### src/rtl/slot_pkg.sv
package slot_pkg;

  // I/O register selects on io_addr
  typedef enum logic [1:0] {
    IO_PORT_A = 2'd0,
    IO_PORT_B = 2'd1,
    IO_PORT_C = 2'd2,
    IO_CTRL   = 2'd3
  } io_sel_e;

  localparam int IO_W       = 8;
  localparam int CW_MODE    = 7;  // 1: mode set, 0: port C bit set/reset
  localparam int CW_A_IN    = 4;
  localparam int CW_CHI_IN  = 3;
  localparam int CW_CLO_IN  = 0;

  typedef struct packed {
    logic a_in;
    logic chi_in;
    logic clo_in;
  } port_dir_t;

  localparam port_dir_t DIR_RESET = '{a_in: 1'b1, chi_in: 1'b1, clo_in: 1'b1};

endpackage

### src/rtl/slot_ppi_regs.sv
module slot_ppi_regs
  import slot_pkg::*;
(
  input  logic            clk,
  input  logic            rst_n,
  input  logic            io_wr,
  input  logic [1:0]      io_addr,
  input  logic [IO_W-1:0] io_wdata,
  output logic [IO_W-1:0] slot_byte,
  output logic [IO_W-1:0] pc_pins
);

  localparam int HALF = IO_W / 2;

  logic [IO_W-1:0] pa_q;
  logic [IO_W-1:0] pc_q;
  port_dir_t       dir_q;
  io_sel_e         sel;

  assign sel = io_sel_e'(io_addr);

  always_ff @(posedge clk or negedge rst_n) begin
    if (!rst_n) begin
      pa_q  <= '0;
      pc_q  <= '0;
      dir_q <= DIR_RESET;
    end else if (io_wr) begin
      unique case (sel)
        IO_PORT_A: pa_q <= io_wdata;
        IO_PORT_C: pc_q <= io_wdata;
        IO_CTRL: begin
          if (io_wdata[CW_MODE]) begin
            dir_q <= '{a_in:   io_wdata[CW_A_IN],
                       chi_in: io_wdata[CW_CHI_IN],
                       clo_in: io_wdata[CW_CLO_IN]};
            pa_q  <= '0;
            pc_q  <= '0;
          end else begin
            pc_q[io_wdata[3:1]] <= io_wdata[0];
          end
        end
        default: ;  // port B carries nothing this block uses
      endcase
    end
  end

  // An input-mode port A floats high through pull-ups.
  assign slot_byte = dir_q.a_in ? '1 : pa_q;
  // Port C lines only drive when their half is an output.
  assign pc_pins   = pc_q & {{HALF{~dir_q.chi_in}}, {HALF{~dir_q.clo_in}}};

endmodule

### src/rtl/boot_latch.sv
module boot_latch (
  input  logic clk,
  input  logic rst_n,
  input  logic clr,
  output logic boot_ovr
);

  always_ff @(posedge clk or negedge rst_n) begin
    if (!rst_n)   boot_ovr <= 1'b1;
    else if (clr) boot_ovr <= 1'b0;
  end

endmodule

### src/rtl/slot_decode.sv
module slot_decode #(
  parameter int NUM_PAGES = 4,
  parameter int SLOT_BITS = 2
) (
  input  logic [NUM_PAGES*SLOT_BITS-1:0] slot_byte,
  input  logic [$clog2(NUM_PAGES)-1:0]   page,
  input  logic                           boot_ovr,
  input  logic                           mreq_n,
  input  logic                           rfsh_n,
  output logic [(1<<SLOT_BITS)-1:0]      sel_n
);

  localparam int NUM_SLOTS = 1 << SLOT_BITS;
  localparam int PAGE_W    = $clog2(NUM_PAGES);

  logic [SLOT_BITS-1:0] code;
  logic                 access;

  always_comb begin
    code = '0;
    if (!boot_ovr) begin
      for (int p = 0; p < NUM_PAGES; p++) begin
        if (page == PAGE_W'(p)) code = slot_byte[p*SLOT_BITS +: SLOT_BITS];
      end
    end
  end

  assign access = !mreq_n && rfsh_n;

  for (genvar s = 0; s < NUM_SLOTS; s++) begin : g_sel
    assign sel_n[s] = !(access && (code == SLOT_BITS'(s)));
  end

endmodule

### src/rtl/slot_selector.sv
module slot_selector
  import slot_pkg::*;
#(
  parameter int CLR_BIT = 2
) (
  input  logic        clk,
  input  logic        rst_n,
  input  logic        io_wr,
  input  logic [1:0]  io_addr,
  input  logic [7:0]  io_wdata,
  input  logic [1:0]  mem_page,
  input  logic        mreq_n,
  input  logic        rfsh_n,
  output logic [3:0]  slot_sel_n
);

  localparam int NUM_PAGES = 4;
  localparam int SLOT_BITS = IO_W / NUM_PAGES;

  logic [IO_W-1:0] slot_byte;
  logic [IO_W-1:0] pc_pins;
  logic            clr_line;
  logic            boot_ovr;

  slot_ppi_regs u_regs (
    .clk       (clk),
    .rst_n     (rst_n),
    .io_wr     (io_wr),
    .io_addr   (io_addr),
    .io_wdata  (io_wdata),
    .slot_byte (slot_byte),
    .pc_pins   (pc_pins)
  );

  assign clr_line = pc_pins[CLR_BIT];

  boot_latch u_latch (
    .clk      (clk),
    .rst_n    (rst_n),
    .clr      (clr_line),
    .boot_ovr (boot_ovr)
  );

  slot_decode #(
    .NUM_PAGES (NUM_PAGES),
    .SLOT_BITS (SLOT_BITS)
  ) u_dec (
    .slot_byte (slot_byte),
    .page      (mem_page),
    .boot_ovr  (boot_ovr),
    .mreq_n    (mreq_n),
    .rfsh_n    (rfsh_n),
    .sel_n     (slot_sel_n)
  );

endmodule

### config.mk
export PLATFORM = sky130hd
export DESIGN_NAME = slot_selector
export DESIGN_NICKNAME = d
export VERILOG_FILES = /design/src/rtl/slot_pkg.sv /design/src/rtl/slot_ppi_regs.sv /design/src/rtl/boot_latch.sv /design/src/rtl/slot_decode.sv /design/src/rtl/slot_selector.sv
export SDC_FILE = /design/constraint.sdc
export NUM_CORES = 1
export LEC_CHECK = 0
export CAP_MARGIN = 0
export CORE_MARGIN = 2
export CORE_UTILIZATION = 45
export CTS_CLUSTER_DIAMETER = 40
export CTS_CLUSTER_SIZE = 40
export DETAILED_ROUTE_END_ITERATION = 8
export GPL_TIMING_DRIVEN = 0
export PLACE_DENSITY_LB_ADDON = 0.05
export SLEW_MARGIN = 40
export SYNTH_ARGS = -nofsm -noshare
export SYNTH_HDL_FRONTEND = slang
export SYNTH_SLANG_ARGS = --single-unit
### constraint.sdc
create_clock -name clk -period 2.4 [get_ports clk]
set_clock_uncertainty 0.2 [all_clocks]
set_input_delay 0.72 -clock clk [delete_from_list [all_inputs] [get_ports clk]]
set_output_delay 0.72 -clock clk [all_outputs]
set_load 0.005 [all_outputs]
==> impl_metrics.yaml, run 1 <==
pwr:
  power_density_nw_per_um2: 583
  power_mw: 0.574
  switchingPower_mw: 0.155
  power.leakage_nw: 0.426
  combPwrFrac: 0.277
  ir_worst_vdd_mv: 0.376
  switching_share: 0.271
  pwr-share-clk: 0.274
  p_int_mw: 0.418
  seqPwrFrac: 0.449
synth:
  syn-num-nets: 89
  netlist.area_leader.share: 0.323
  synthArstFlopShare: 1.00
  ys.warnings.count: 0
  synthDominantAreaCellType: "dfrtp_1"
  synth_area_um2: 697
  avgSynthCellArea_um2: 9.68
  synth_ff_type: "dfrtp_1"
  synthTopCellsByArea: "dfrtp_1, dfstp_2, a21oi_1"
  synth_commonest_cells: "a21oi_1, nand2_1, dfrtp_1"
  syn_inst: 72
  ys_seq_elements: 12
  synth_seq_area_share: 0.436
  synth_edf_count: 0
  synth_cell_types: 22
cts:
  cts.root.buffer_cell: "clkbuf_4"
  clockBufferDepth: 2
  postCtsHoldBufs: 0
  cts.clk_slew.worst_paths_ns: 0.08
  cts_tree: "yes"
  numCtsBuffers: 3
  numClockSinks: 12
  cts_htree_levels: 1
  clock_latency_ns: 0.27
drt:
  avgRoutedWirePerCell_um: 14.0
  drtIter0Drc: 7
  ant_nets: 0
  drcViolationCount: 0
  dr.pass1.iters: 4
  vias: 672
  viasPerCell: 5.84
  drt-total-wl_mm: 1.61
timing:
  setup_viol: 4
  slew_viol_final: 0
  slew-limit-headroom: 0.645
  post-route-period-util: 1.04
  hold_viol: 0
  rsz0062_at_grt: "true"
  worstMarginPinSlew_ns: 0.531
  setup_ws_ns: -0.101
  period_needed_ns: 2.50
  fmax_mhz: 400
die:
  start_util: 0.474
  rows: 14
  die_w_um: 43.4
  coreArea_um2: 1470
  dieArea_um2: 1880
  fp.dieH_um: 43.4
  io_pins: 21
grt:
  grt_pass1_wl_mm: 2.74
  track_usage: 0.203
  grt_overflow_total: 0
  grt_pass1_vias: 677
  antenna_found_initial: 0
  grt_max_degree: 13
finish:
  drive_above_1_share: 0.323
  stdcell_area_um2: 983
  diodes: 0
  synthToLayoutAreaGrowth_pct: 41.1
  fillers: 130
  fin_nets: 117
  multi_input_area_um2: 378
  layoutNonFillerInstCount: 115
  regArea_um2: 304
critical_path:
  regToRegSetupSlack_ns: 1.38
  crit_fanout: 4
  endpoint: "slot_sel_n[0]"
  reg2reg_from: "u_latch.boot_ovr$_DFFE_PN1P_"
  arrival_ns: 1.58
  end_kind: "output port"
  reg2reg_to: "u_latch.boot_ovr$_DFFE_PN1P_"
  reg2reg_depth: 1
  criticalPathCategory: "in2out"
  setup.worst_path.start: "mem_page[0]"
  crit_required_ns: 1.48
  cp-start-kind: "input pin"
status:
  status: "complete, but fails checks"
  failed_checks: "setup timing"
placed_design:
  gp_congestion: 0.699
  placed_cells: 107
  port_buffers: 19
  dp_slack_ns: -0.725
  dpl_cell_area_um2: 907
  dpl.hpwl_mm: 1.14
min_path:
  min_path_type: "reg2reg"
flow_run:
  maxCapViolCount: 0
[power groups by stage]
stage	Clock, mW	Sequential, mW	Combinational, mW
after detailed placement	0	0.258	0.138
after global routing	0.173	0.262	0.173
final	0.157	0.257	0.159
after CTS	0.164	0.256	0.153
after global placement	0	0.256	0.135
after floorplan	0	0.250	0.0861
[registers in the layout, indices dropped and copies added, names as in the netlist]
signal and cells:
u_regs.dir_q 2, u_regs.pa_q 8, u_regs.pc_q 1, u_latch.boot_ovr 1
[critical path: stages]
cell and delay (ns):
buf_8 0.11, mux2i_2 0.14, a22oi_2 0.19, buf_4 0.15
nor2_1 0.04, o21ai_1 0.11, buf_2 0.12
[worst min-delay path by stage]
stage,start,end,slack (ns),cells after the start
global placement,u_regs.pc_q[2]$_DFFE_PN0P_,u_latch.boot_ovr$_DFFE_PN1P_,0.22,1
CTS,u_regs.pc_q[2]$_DFFE_PN0P_,u_latch.boot_ovr$_DFFE_PN1P_,0.24,1
global route,u_regs.pc_q[2]$_DFFE_PN0P_,u_latch.boot_ovr$_DFFE_PN1P_,0.28,1
floorplan,u_regs.pc_q[2]$_DFFE_PN0P_,u_latch.boot_ovr$_DFFE_PN1P_,0.20,1
detailed placement,u_regs.pc_q[2]$_DFFE_PN0P_,u_latch.boot_ovr$_DFFE_PN1P_,0.23,1
finish,u_regs.pc_q[2]$_DFFE_PN0P_,u_latch.boot_ovr$_DFFE_PN1P_,0.24,1
[final cells by class]
class                   instances  share of cell area
multi-input cells              54               0.384
clock buffers                   4              0.0369
inverters                       2             0.00763
plain buffers                   4              0.0458
flip-flops and latches         12               0.309
repair buffers                 23               0.196
well taps                      16              0.0204
[cell usage in the layout (no fill, tap or decap), drive strengths merged]
cell and n:
nor2b 4, buf 13, clkdlybuf4s50 12, nand3b 2, clkbuf 4, o21ai 2
o22ai 8, inv 2, nand2 10, a21boi 1, mux2 2, dlygate4sd2 2
a22oi 2, a21oi 10, dfrtp 9, nand4 1, mux2i 4, dfstp 3
a2bb2oi 1, nor2 4, nand3 2, nand2b 1
[routing by layer]
metal	GRT usage	routed length, um	vias up
li1	-	-	315
met1	0.214	649	333
met2	0.367	875	22
met3	0.0292	74	2
met4	0.139	14	0
met5	0	0	-
[stage by stage]
| stage | setup TNS (ns) | hold slack [ns] | utilization |
|---|---|---|---|
| after floorplan | 0 | 0.196 | - |
| after global placement | -2.68 | 0.225 | 0.616 |
| after detailed placement | -2.71 | 0.226 | 0.616 |
| after CTS | -0.204 | 0.240 | 0.660 |
| after global routing | -0.400 | 0.280 | 0.668 |
| final | -0.250 | 0.241 | 0.668 |
[repair_timing]
item,4_1_cts,5_1_grt
endpoints found under the setup margin,4,4
pin swaps,3,2
gates resized for setup,29,3
setup buffers,4,0
gates cloned,0,0
[cell families (layout without fill, tap and decap cells)]
logic type      count (synthesis)  after routing  share of synthesized area
mux                             6              6                     0.0898
buf+inv                         6             33                     0.0700
compound gates                 24             24                      0.217
flops                          12             12                      0.436
simple gates                   24             24                      0.187
Power figures use the tool's default switching activity.
==> run 2: changes to the inputs <==
--- a/config.mk
+++ b/config.mk
@@ -13,7 +13,8 @@
 export DETAILED_ROUTE_END_ITERATION = 8
 export GPL_TIMING_DRIVEN = 0
 export PLACE_DENSITY_LB_ADDON = 0.05
-export SLEW_MARGIN = 40
+export RECOVER_POWER = 25
+export SLEW_MARGIN = 0
 export SYNTH_ARGS = -nofsm -noshare
 export SYNTH_HDL_FRONTEND = slang
 export SYNTH_SLANG_ARGS = --single-unit
==> run 2 against run 1 <==
The run still ends with setup timing left. Register-to-register slack about the same. Setup slack unchanged. Non-clock buffer count unchanged. Critical path depth unchanged. Cell count unchanged. Critical path type unchanged. Largest power group unchanged. Highest routed layer unchanged.
==> impl_metrics.yaml, run 2 (same netlist as run 1, synthesis figures left out) <==
drt:
  avgRoutedWirePerCell_um: 14.0
  viasPerCell: 5.84
  drtIter0Drc: 7
  drcViolationCount: 0
  dr.pass1.iters: 4
  drt-total-wl_mm: 1.61
  vias: 672
  ant_nets: 0
die:
  die_w_um: 43.4
  coreArea_um2: 1470
  rows: 14
  dieArea_um2: 1880
  fp.dieH_um: 43.4
  start_util: 0.474
  io_pins: 21
finish:
  drive_above_1_share: 0.323
  layout_commonest_cell: "clkdlybuf4s50_1"
  diodes: 0
  layoutNonFillerInstCount: 115
  stdcell_area_um2: 983
  mostFrequentLayoutCells: "clkdlybuf4s50_1, nand2_1, a21oi_1, dfrtp_1, o22ai_1"
  synthToLayoutAreaGrowth_pct: 41.1
  largest_register_ffs: 8
  regMostFlops: "u_regs.pa_q"
  fin_nets: 117
  reg_top3: "u_regs.pa_q (8), u_regs.dir_q (2)"
  final_core_util: 0.668
grt:
  grt_pass1_wl_mm: 2.74
  grt_max_degree: 13
  track_usage: 0.203
  grt_overflow_total: 0
  grt_pass1_vias: 677
  antenna_found_initial: 0
placed_design:
  placed_cells: 107
  dpl_cell_area_um2: 907
  port_buffers: 19
  dp_slack_ns: -0.725
  gp_congestion: 0.699
  dpl.hpwl_mm: 1.14
pwr:
  switchingPower_mw: 0.155
  switching_share: 0.271
  power.leakage_nw: 0.426
  power_mw: 0.573
  p_int_mw: 0.418
  ir_worst_vdd_mv: 0.376
  combPwrFrac: 0.276
  power_density_nw_per_um2: 583
  pwr-share-clk: 0.275
  seqPwrFrac: 0.449
critical_path:
  worstPathCellList: "buf_8 -> mux2i_2 -> a22oi_2 -> buf_4 -> nor2_1 -> o21ai_1 -> buf_2"
  cp.buffers_inverters: 3
  arrival_ns: 1.58
  crit_required_ns: 1.48
  critical_path.top_delay_family: "buffers and inverters"
  criticalPathCategory: "in2out"
  path_depth: 7
  crit_fanout: 4
  critPathSlowestCell: "a22oi_2"
  reg2reg_depth: 1
  end_kind: "output port"
  slowest_delay_ns: 0.19
  cp-start-kind: "input pin"
min_path:
  whs_path_depth: 1
  min_path_type: "reg2reg"
timing:
  setup-tns-final_ns: -0.250
  setup_viol: 4
  worstMarginPinSlew_ns: 0.537
  slew_viol_final: 0
  holdWs_ns: 0.241
  post-route-period-util: 1.04
  period_needed_ns: 2.50
  hold_viol: 0
  setup_ws_ns: -0.101
  fmax_mhz: 400
  rsz0062_at_grt: "true"
  slew-limit-headroom: 0.641
cts:
  cts.root.buffer_cell: "clkbuf_4"
  cts.clk_slew.worst_paths_ns: 0.08
  clockBufferDepth: 2
  numClockSinks: 12
  cts_tree: "yes"
  cts_htree_levels: 1
  numCtsBuffers: 3
  clock_latency_ns: 0.27
flow_run:
  maxCapViolCount: 0
status:
  failed_checks: "setup timing"
  status: "complete, but fails checks"
==> run 2: changes by cell type in the layout (fill, tap and decap cells not counted), sizes merged <==
cell | previous run | this run
clkdlybuf4s50 | 12 | 11
dlygate4sd3 | 0 | 1
==> run 2: final timing paths <==
kind                                              start                            to  slack, ns
max reg2reg                u_latch.boot_ovr$_DFFE_PN1P_  u_latch.boot_ovr$_DFFE_PN1P_       1.38
min                          u_regs.pc_q[2]$_DFFE_PN0P_  u_latch.boot_ovr$_DFFE_PN1P_       0.24
min in group asynchronous                         rst_n    u_regs.pa_q[4]$_DFFE_PN0P_       0.67
max in group asynchronous                         rst_n   u_regs.dir_q[0]$_DFFE_PN1P_       0.97
min reg2reg                  u_regs.pc_q[2]$_DFFE_PN0P_  u_latch.boot_ovr$_DFFE_PN1P_       0.24
max                                         mem_page[0]                 slot_sel_n[0]      -0.10
==> run 2: cell type report <==
| cell class | instances | area, um2 |
|---|---|---|
| tap | 16 | 20.0 |
| multi-input combinational | 54 | 378 |
| timing repair buffer | 23 | 193 |
| fill | 130 | 488 |
| sequential | 12 | 304 |
| clock buffer | 4 | 36.3 |
| buffer | 4 | 45.0 |
| inverter | 2 | 7.51 |
==> run 2: timing repair <==
item                                   in CTS  in global routing
hold buffers                                0                  0
pin swaps                                   3                  2
setup buffers                               4                  0
setup endpoints to repair                   4                  4
endpoints found under the hold margin       0                  0
resized for setup                          29                  3
==> run 2: layer usage <==
layer / vias to the layer above / wire length [um] / track usage / part of all wire
li1: 315 / - / - / -
met1: 333 / 649 / 0.214 / 0.40
met2: 22 / 875 / 0.367 / 0.54
met3: 2 / 74 / 0.0292 / 0.046
met4: 0 / 14 / 0.139 / 0.0087
met5: - / 0 / 0 / 0
==> run 2: power by group through the flow <==
stage	clock network, mW	registers, mW	logic [mW]
after floorplan	0	0.250	0.0861
after global placement	0	0.256	0.135
after detailed placement	0	0.258	0.138
after CTS	0.164	0.256	0.153
after global routing	0.173	0.262	0.173
final	0.157	0.257	0.158
==> run 3: changes to the inputs <==
--- a/config.mk
+++ b/config.mk
@@ -6,7 +6,7 @@
 export NUM_CORES = 1
 export LEC_CHECK = 0
 export CAP_MARGIN = 0
-export CORE_MARGIN = 2
+export CORE_MARGIN = 10
 export CORE_UTILIZATION = 45
 export CTS_CLUSTER_DIAMETER = 40
 export CTS_CLUSTER_SIZE = 40
@@ -14,6 +14,7 @@
 export GPL_TIMING_DRIVEN = 0
 export PLACE_DENSITY_LB_ADDON = 0.05
 export RECOVER_POWER = 25
+export SKIP_CTS_REPAIR_TIMING = 1
 export SLEW_MARGIN = 0
 export SYNTH_ARGS = -nofsm -noshare
 export SYNTH_HDL_FRONTEND = slang
==> run 3 against run 2 <==
The run still ends with setup timing left. Worst hold slack improved by 0.0068 ns. Maximum frequency fell by 0.46%. Wire length rose by 10%. Via count fell by 2.2%. Flip-flop and latch count did not move. Setup slack got worse by 0.012 ns. Critical path depth did not move.
==> impl_metrics.yaml, run 3 (same netlist as run 1, synthesis figures left out) <==
finish:
  fillers: 137
  layout_commonest_cell: "clkdlybuf4s50_1"
  final_core_util: 0.648
  synthToLayoutAreaGrowth_pct: 38.4
  drive_above_1_share: 0.299
  regMostFlops: "u_regs.pa_q"
  mostFrequentLayoutCells: "clkdlybuf4s50_1, nand2_1, a21oi_1, dfrtp_1, o22ai_1"
  diodes: 0
  largest_register_ffs: 8
  stdcell_area_um2: 965
  reg_top3: "u_regs.pa_q (8), u_regs.dir_q (2)"
  fin_nets: 115
critical_path:
  worstPathCellList: "buf_8 -> mux2i_2 -> a22oi_2 -> buf_4 -> buf_4 -> nand3b_1 -> buf_2"
  end_kind: "output port"
  slowest_delay_ns: 0.22
  crit_fanout: 4
  cp.buffers_inverters: 4
  crit_required_ns: 1.48
  cp-start-kind: "input pin"
  arrival_ns: 1.59
  cp_common_cell: "buf_4"
  regToRegSetupSlack_ns: 1.31
  reg2reg_to: "u_latch.boot_ovr$_DFFE_PN1P_"
  reg2reg_depth: 1
  critical_path.top_delay_family: "buffers and inverters"
  reg2reg_from: "u_latch.boot_ovr$_DFFE_PN1P_"
  criticalPathCategory: "in2out"
  critPathSlowestCell: "mux2i_2"
min_path:
  whs_path_depth: 1
  min_path_type: "reg2reg"
  hold_start: "u_regs.pc_q[2]$_DFFE_PN0P_"
  min_to: "u_latch.boot_ovr$_DFFE_PN1P_"
grt:
  grt_pass1_wl_mm: 2.63
  antenna_found_initial: 0
  grt_overflow_total: 0
  track_usage: 0.0933
  grt_max_degree: 13
  grt_pass1_vias: 575
die:
  dieArea_um2: 3520
  die_w_um: 59.4
  start_util: 0.468
  rows: 14
  fp.dieH_um: 59.4
  coreArea_um2: 1490
  io_pins: 21
timing:
  worstMarginPinSlew_ns: 0.546
  fmax_mhz: 398
  hold_viol: 0
  period_needed_ns: 2.51
  setup_viol: 3
  slew_viol_final: 0
  setup_ws_ns: -0.113
  slew-limit-headroom: 0.635
  post-route-period-util: 1.05
  rsz0062_at_grt: "true"
  holdWs_ns: 0.248
placed_design:
  dpl_cell_area_um2: 907
  port_buffers: 19
  dpl.hpwl_mm: 1.30
  gp_congestion: 0.716
cts:
  numCtsBuffers: 3
  clockBufferDepth: 2
  cts_tree: "yes"
  numClockSinks: 12
  cts.root.buffer_cell: "clkbuf_4"
  cts_htree_levels: 1
  cts.clk_slew.worst_paths_ns: 0.07
  clock_latency_ns: 0.26
drt:
  ant_nets: 0
  drtIter0Drc: 18
  drcViolationCount: 0
  dr.pass1.iters: 4
  avgRoutedWirePerCell_um: 15.7
  viasPerCell: 5.81
  drt-total-wl_mm: 1.78
  vias: 657
pwr:
  power.leakage_nw: 0.423
  power_density_nw_per_um2: 559
  ir_worst_vdd_mv: 0.383
status:
  status: "complete, but fails checks"
  failed_checks: "setup timing"
flow_run:
  maxCapViolCount: 0
-- run 3: metrics by stage --
stage | TNS, ns | power (mW) | worst slack, ns | std cells
floorplan | 0 | 0.337 | 0.112 | 72
global placement | -2.71 | 0.391 | -0.731 | 107
detailed placement | -2.74 | 0.396 | -0.736 | 107
CTS | -2.82 | 0.521 | -0.750 | 111
global route | -0.588 | 0.571 | -0.197 | 113
finish | -0.327 | 0.539 | -0.113 | 113
-- run 3: how the worst max path moves through the flow --
stage | startpoint | to | slack (ns) | cells past startpoint
6_report | mem_page[0] | slot_sel_n[2] | -0.11 | 7
5_1_grt | mem_page[0] | slot_sel_n[0] | -0.20 | 7
4_1_cts | mem_page[1] | slot_sel_n[0] | -0.75 | 6
3_5_place_dp | mem_page[1] | slot_sel_n[0] | -0.74 | 6
3_3_place_gp | mem_page[1] | slot_sel_n[0] | -0.73 | 6
2_1_floorplan | mem_page[0] | slot_sel_n[0] | 0.11 | 5
-- run 3: layer usage --
metal | GRT usage | vias to the layer above | share of wire
li1 | - | 308 | -
met2 | 0.146 | 22 | 0.51
met3 | 0.0408 | 2 | 0.083
met1 | 0.108 | 325 | 0.39
met5 | 0 | - | 0
met4 | 0.0393 | 0 | 0.014
-- run 3: cell type report --
class,instances,area (um2),share of cell area
Buffer,4,45.0,0.0467
Sequential cell,12,304,0.315
Inverter,2,7.51,0.00778
Timing Repair Buffer,21,185,0.192
Clock buffer,4,26.3,0.0272
Multi-Input combinational cell,54,377,0.390
Tap cell,16,20.0,0.0208
-- run 3: report_power, final --
group	internal, mW	total (mW)	switching [mW]
clock network	0.0642	0.129	0.0647
logic	0.0888	0.154	0.0654
registers	0.234	0.256	0.0223
total	0.387	0.539	0.152
